--- src/rtl/cmd_mailbox_pkg.sv ---
package cmd_mailbox_pkg;

    localparam int WORD_W  = 16;
    localparam int FIELD_W = 4;
    localparam int BYTE_W  = 8;

    // MSB-first bit number to data line index
    function automatic int line_of(input int msb_bit);
        return WORD_W - 1 - msb_bit;
    endfunction

    localparam int RST_LINE  = line_of(0);          // 15
    localparam int OPC_HI    = line_of(4);          // 11
    localparam int OPC_LO    = line_of(7);          // 8
    localparam int CHAN_HI   = line_of(8);          // 7
    localparam int CHAN_LO   = line_of(11);         // 4
    localparam int BUSY_LINE = line_of(15);         // 0
    localparam int EXT_LINE  = BYTE_W - 1;          // byte MSB

    localparam logic [WORD_W-1:0] RST_WORD =
        (WORD_W'(1) << RST_LINE) | (WORD_W'(1) << BUSY_LINE);

    typedef struct packed {
        logic               rst_flag;
        logic [FIELD_W-1:0] opcode;
        logic [FIELD_W-1:0] chan;
        logic               busy;
        logic               err;
        logic               rst_pulse;
    } cmd_state_t;

endpackage

--- src/rtl/cmd_mailbox_decode.sv ---
module cmd_mailbox_decode #(
    parameter int                ADDR_W     = 12,
    parameter logic [ADDR_W-1:0] CMD_OFFSET = 12'h9C0,
    parameter logic [ADDR_W-1:0] DBG_OFFSET = 12'h9C7
) (
    input  logic [ADDR_W-1:0] addr,
    input  logic              we,
    output logic              hit_cmd,
    output logic              hit_dbg,
    output logic              wr_cmd,
    output logic              wr_dbg
);
    always_comb begin
        hit_cmd = (addr == CMD_OFFSET);
        hit_dbg = (addr == DBG_OFFSET);
        wr_cmd  = we && hit_cmd;
        wr_dbg  = we && hit_dbg;
    end
endmodule

--- src/rtl/cmd_mailbox_cmdreg.sv ---
module cmd_mailbox_cmdreg
    import cmd_mailbox_pkg::*;
(
    input  logic              clk,
    input  logic              rst_n,
    input  logic              wr,
    input  logic [WORD_W-1:0] wdata,
    input  logic              done,
    output logic [WORD_W-1:0] word,
    output logic [FIELD_W-1:0] opcode,
    output logic [FIELD_W-1:0] chan,
    output logic              busy,
    output logic              err,
    output logic              rst_pulse
);
    cmd_state_t st_d, st_q;
    logic       is_rst_cmd;

    always_comb begin
        is_rst_cmd   = (wdata == RST_WORD);
        st_d         = st_q;
        st_d.rst_pulse = 1'b0;

        if (st_q.busy && done) begin
            st_d.busy     = 1'b0;
            st_d.rst_flag = 1'b0;
        end

        if (wr) begin
            if (is_rst_cmd) begin
                st_d.rst_flag  = 1'b1;
                st_d.opcode    = '0;
                st_d.chan      = '0;
                st_d.busy      = 1'b1;
                st_d.rst_pulse = 1'b1;
            end else if (st_q.busy && !done) begin
                st_d.err = 1'b1;
            end else begin
                st_d.rst_flag = 1'b0;
                st_d.opcode   = wdata[OPC_HI:OPC_LO];
                st_d.chan     = wdata[CHAN_HI:CHAN_LO];
                st_d.busy     = 1'b1;
            end
        end
    end

    always_ff @(posedge clk) begin
        if (!rst_n) st_q <= '0;
        else        st_q <= st_d;
    end

    always_comb begin
        word                   = '0;
        word[RST_LINE]         = st_q.rst_flag;
        word[OPC_HI:OPC_LO]    = st_q.opcode;
        word[CHAN_HI:CHAN_LO]  = st_q.chan;
        word[BUSY_LINE]        = st_q.busy;
        opcode                 = st_q.opcode;
        chan                   = st_q.chan;
        busy                   = st_q.busy;
        err                    = st_q.err;
        rst_pulse              = st_q.rst_pulse;
    end
endmodule

--- src/rtl/cmd_mailbox_dbgreg.sv ---
module cmd_mailbox_dbgreg
    import cmd_mailbox_pkg::*;
(
    input  logic              clk,
    input  logic              rst_n,
    input  logic              wr,
    input  logic [BYTE_W-1:0] wbyte,
    output logic [WORD_W-1:0] word,
    output logic              ext_en
);
    logic ext_d, ext_q;

    always_comb begin
        ext_d = ext_q;
        if (wr) ext_d = wbyte[EXT_LINE];
    end

    always_ff @(posedge clk) begin
        if (!rst_n) ext_q <= 1'b0;
        else        ext_q <= ext_d;
    end

    always_comb begin
        word           = '0;
        word[EXT_LINE] = ext_q;
        ext_en         = ext_q;
    end
endmodule

--- src/rtl/cmd_mailbox.sv ---
module cmd_mailbox
    import cmd_mailbox_pkg::*;
#(
    parameter int                ADDR_W     = 12,
    parameter logic [ADDR_W-1:0] CMD_OFFSET = 12'h9C0,
    parameter logic [ADDR_W-1:0] DBG_OFFSET = 12'h9C7
) (
    input  logic               clk,
    input  logic               rst_n,
    input  logic [ADDR_W-1:0]  bus_addr,
    input  logic [WORD_W-1:0]  bus_wdata,
    input  logic               bus_we,
    output logic [WORD_W-1:0]  bus_rdata,
    input  logic               done_i,
    output logic [FIELD_W-1:0] cmd_opcode,
    output logic [FIELD_W-1:0] cmd_channel,
    output logic               busy,
    output logic               cmd_rst_req,
    output logic               err_sticky,
    output logic               ram_ext_en
);
    logic              hit_cmd, hit_dbg, wr_cmd, wr_dbg;
    logic [WORD_W-1:0] cmd_word, dbg_word;

    cmd_mailbox_decode #(
        .ADDR_W(ADDR_W), .CMD_OFFSET(CMD_OFFSET), .DBG_OFFSET(DBG_OFFSET)
    ) u_decode (
        .addr(bus_addr), .we(bus_we),
        .hit_cmd(hit_cmd), .hit_dbg(hit_dbg),
        .wr_cmd(wr_cmd), .wr_dbg(wr_dbg)
    );

    cmd_mailbox_cmdreg u_cmdreg (
        .clk(clk), .rst_n(rst_n),
        .wr(wr_cmd), .wdata(bus_wdata), .done(done_i),
        .word(cmd_word), .opcode(cmd_opcode), .chan(cmd_channel),
        .busy(busy), .err(err_sticky), .rst_pulse(cmd_rst_req)
    );

    cmd_mailbox_dbgreg u_dbgreg (
        .clk(clk), .rst_n(rst_n),
        .wr(wr_dbg), .wbyte(bus_wdata[BYTE_W-1:0]),
        .word(dbg_word), .ext_en(ram_ext_en)
    );

    always_comb begin
        bus_rdata = '0;
        if (hit_cmd)      bus_rdata = cmd_word;
        else if (hit_dbg) bus_rdata = dbg_word;
    end
endmodule

--- config.mk ---
export PLATFORM = sky130hd
export DESIGN_NAME = cmd_mailbox
export DESIGN_NICKNAME = d
export VERILOG_FILES = /design/src/rtl/cmd_mailbox_pkg.sv /design/src/rtl/cmd_mailbox_decode.sv /design/src/rtl/cmd_mailbox_cmdreg.sv /design/src/rtl/cmd_mailbox_dbgreg.sv /design/src/rtl/cmd_mailbox.sv
export SDC_FILE = /design/constraint.sdc
export NUM_CORES = 1
export LEC_CHECK = 0
export BUFFER_PORTS_ARGS = -buffer_cell sky130_fd_sc_hd__buf_2
export CAP_MARGIN = 10
export CORE_UTILIZATION = 41
export DETAILED_ROUTE_END_ITERATION = 6
export GPL_ROUTABILITY_DRIVEN = 1
export HOLD_SLACK_MARGIN = 0.1
export PLACE_DENSITY_LB_ADDON = 0.12
export SLEW_MARGIN = 20
export SYNTH_ARGS = -nofsm -noshare
export SYNTH_HDL_FRONTEND = slang
export SYNTH_SLANG_ARGS = --single-unit
--- constraint.sdc ---
create_clock -name clk -period 4.04 [get_ports clk]
set_input_delay 0.404 -clock clk [delete_from_list [all_inputs] [get_ports clk]]
set_output_delay 0.404 -clock clk [all_outputs]
set_load 0.01 [all_outputs]
### Word-level counts from Yosys, hierarchy flattened

Index checks and enable logic that the tools add are counted.

* bits in registers: 13
* bits in latches: 0
* memory bits (writable): 0
* bits in read-only memories: 0
* bits of input ports: 32
* logic and storage cells: 30
* memories kept: 0

* add/subtract/negate cells: 0
* $mul: 0
* div/mod/pow operators: 0
* $lt $le $gt $ge: 0
* equality and inequality tests: 4
* shift operators: 0
* mux-type cells: 10
* bitwise operators: 1
* reduce and logical (&&, ||, !) cells: 8

Operator list (count)
* 12-bit == test (second input constant): 2
* 10-bit two-way mux: 2
* 16-bit == test (second input constant): 1
* 16-bit two-way mux: 1
* 12-bit two-way mux: 1
* 8-bit two-way mux: 1
* 1-bit two-way mux: 5
* 1-bit logical AND: 4
* 2-bit AND reduction: 2
* 3-bit AND reduction: 1
* 2-bit by 1-bit inequality test with 1-bit output (second input constant): 1
* 1-bit logical NOT: 1
* 1-bit inverter: 1

### Depth between registers and ports, before layout

* depth after elaboration: 5
* gate-level depth with buffers: 4

### By module

From an unflattened synthesis, not the netlist that was laid out.

* cells, all modules: 128
* area, all modules: 1103.6 um2

Modules (own cells, without submodules)
* cmd_mailbox_cmdreg: instances 1, cells each 74, area each 669.4 um2, sequential area each 240.2 um2
* cmd_mailbox: instances 1, cells each 24, area each 201.4 um2, sequential area each 0.0 um2
* cmd_mailbox_dbgreg: instances 1, cells each 20, area each 160.2 um2, sequential area each 20.0 um2
* cmd_mailbox_decode: instances 1, cells each 10, area each 72.6 um2, sequential area each 0.0 um2

### Worst setup path before layout

Ideal clock, no wire load.

* path kind: input-to-output
* start point: input bus_addr[10]
* end point: output bus_rdata[0]
* arrival time: 1.375 ns
* path slack: 2.261 ns
* stages on the path: 4
* buffers on the path: 1
* path through: nor4b_4 > and3_2 > clkbuf_1 > and2_1

* cells in the longest elaborated chain, start to end: 2

Ends and longest elaborated chain
* start, declared: line cmd_mailbox.sv:10 `input logic [ADDR_W-1:0] bus_addr,`
* 12-bit == test: line cmd_mailbox_decode.sv:14 `hit_cmd = (addr == CMD_OFFSET);`
* 16-bit two-way mux: line cmd_mailbox.sv:48 `if (hit_cmd) bus_rdata = cmd_word;`
* end, declared: line cmd_mailbox.sv:13 `output logic [WORD_W-1:0] bus_rdata,`

Every way passes these cells.

### Worst setup path after layout

* start point: input bus_addr[1]
* end point: output bus_rdata[8]

Same word-level chain as after synthesis.

==> flow_metrics.py <==
metrics = {
    "worst_setup_path": {
        "required_ps": 3640,
        "reg2reg_from": "u_cmdreg.busy",
        "path_class": "primary input to output port",
        "arrival_ps": 1570,
        "crit_start": "bus_addr[1]",
        "cp_max_fo": 9,
        "cp-end-kind": "output port",
        "start_kind": "primary input",
    },
    "sta": {
        "slew_headroom_pct": 58.8,
        "fmaxAchievable_mhz": 506,
        "post-route-period-util_pct": 48.9,
        "finalSetupTns_ps": 0,
        "setup_violations": 0,
        "final_max_slew_viol_count": 0,
        "fin_hold_ws_ps": 365,
        "fin_skew_ps": 1.37,
        "finalHoldViolations": 0,
        "tightest_slew_ps": 618,
        "grt_setup_unrepaired": "false",
        "layout_min_cycle_time_ps": 1970,
    },
    "grt": {
        "grt_pass1_vias": 659,
        "grt_overflow": 0,
        "grt_antenna_before_repair": 0,
        "grt_max_degree": 10,
        "grt_use_total_pct": 18.7,
        "grt_first_pass_wirelength_um": 2790,
    },
    "synthesis": {
        "ys_types": 29,
        "synth_seq_cells": 13,
        "syn_area_per_cell_um2": 10.1,
        "ys_warn_count": 0,
        "ys_seq_area_share_pct": 33.5,
        "netlist_area_um2": 777,
        "synthCells": 77,
    },
    "cts": {
        "cts_resized": 0,
        "h-tree-depth": 1,
        "cts_setup_buffers": 0,
        "clock_path_buffers": 2,
        "clkSlewWorstSetupHoldPaths_ps": 80,
        "ctsHoldBuffers": 0,
        "cts_buffers": 3,
        "clock-root-buffer": "clkbuf_4",
        "cts_tree": "yes",
        "cts.sinks": 13,
        "insertion_delay_ps": 270,
    },
    "layout": {
        "layout_commonest_cell": "buf_2",
        "multi_input_area_um2": 427,
        "fin_cells": 149,
        "fin_nets": 157,
        "antenna_cells": 0,
        "fillers": 181,
        "layout-area-overhead-vs-synth_pct": 30.0,
        "postLayoutCellArea_um2": 1010,
        "regArea_um2": 260,
        "final_cell_mix": "buf_2, dfxtp_1, and2_1, a22o_2, conb_1",
        "drive_gt1_share_pct": 55.6,
    },
    "place": {
        "gp_congestion": 0.659,
        "place_area_um2": 983,
        "dp_hpwl_um": 1360,
        "portBuffers": 53,
        "dp_cells": 145,
    },
    "power_and_ir_drop": {
        "p_sw_uw": 55.1,
        "ir_worst_vdd_uv": 299,
        "pwr_density_cell_nw_per_um2": 234,
        "p_comb_share_pct": 12.2,
        "internal_power_uw": 181,
        "pwr-share-seq_pct": 54.3,
        "swShare_pct": 23.4,
        "total_power_uw": 236,
        "p_clk_share_pct": 33.5,
        "p_leak_nw": 0.516,
    },
    "floorplan": {
        "num_rows": 15,
        "start_util_pct": 44.5,
        "die-area_um2": 2070,
        "pin_count": 60,
        "fp.coreArea_um2": 1750,
        "die_w_um": 45.5,
        "die_h_um": 45.5,
    },
    "min_path": {
        "hp-start": "bus_wdata[5]",
        "hp-class": "primary input to register",
    },
    "drt": {
        "wl_um": 1630,
        "wl_per_cell_um": 10.9,
        "ant_nets": 0,
        "via_per_inst": 4.85,
        "drc": 0,
        "drt_iter0_markers": 4,
        "dr.pass1.iters": 2,
        "via_count": 722,
    },
    "flow_run": {
        "cap_violations": 0,
    },
    "outcome": {
        "outcome": "finished, final reports clean",
    },
}
[state kept, by name, summed over array words and instances (netlist names)]
signal / count
u_dbgreg.ext_en: 1
u_cmdreg.chan: 4
u_cmdreg.rst_pulse: 1
u_cmdreg.word: 1
u_cmdreg.opcode: 4
u_cmdreg.busy: 1
u_cmdreg.err: 1
[path summary, 6_finish.rpt]
path                              to  cells past startpoint  slack (ps)
setup / recovery        bus_rdata[8]                      5        2070
hold / removal      u_cmdreg.chan[1]                      2         360
setup reg to reg  u_cmdreg.opcode[1]                      4        2380
hold reg to reg         u_cmdreg.err                      2         450
[stage by stage]
stage	utilization (%)	worst slack, ps
3_5_place_dp	56.3	2040
6_report	57.8	2070
3_3_place_gp	56.3	2080
5_1_grt	57.8	1940
4_1_cts	57.8	2050
2_1_floorplan	-	2260
[cell type report]
type | instances | area share (%)
multi-input cells | 54 | 42.3
repair buffers | 53 | 26.3
flip-flops and latches | 13 | 25.8
well taps | 25 | 3.10
clock buffers | 4 | 2.60
[synthesized netlist by cell type (all sizes together)]
master	n	area [um^2]
nor2	2	7.51
a21boi	1	7.51
o31ai	1	7.51
and4b	2	20.0
nand2	4	15.0
mux2i	1	10.0
o21a	1	7.51
nor3b	1	18.8
nor4	3	33.8
a41oi	1	8.76
nand2b	1	6.26
dfxtp	13	260
buf	14	105
nand4	2	27.5
and3	2	13.8
o2bb2ai	1	8.76
conb	1	3.75
a22oi	1	7.51
o21ai	1	5.00
and4	1	8.76
and2	9	56.3
nor2b	2	12.5
nor4b	3	41.3
clkbuf	1	3.75
a22o	8	80.1
[layer usage]
metal	wire length, um	track usage, %
met1	697	22.5
met2	848	31.4
met3	82	7.14
met4	0	3.64
met5	0	0
[power by group through the flow]
stage	logic, mW	registers, mW	clock network (mW)
final	0.0288	0.128	0.0791
after global routing	0.0323	0.128	0.0931
after CTS	0.0289	0.128	0.0826
after detailed placement	0.0289	0.131	0
after global placement	0.0284	0.131	0
after floorplan	0.0130	0.131	0
[kinds of logic after synthesis]
group           after synthesis  synth area share (%)
simple gates                 32                  33.7
compound gates               15                  17.1
mux                           1                  1.29
buf+inv                      15                  14.0
flops                        13                  33.5
other cells                   1                 0.483
[worst max-delay path, stage by stage]
cell and delay [ps]:
buf_2 120, nor4_4 410, and3_2 360, and2_1 150, buf_2 120
Note: power is estimated with default switching activity, not from simulation.
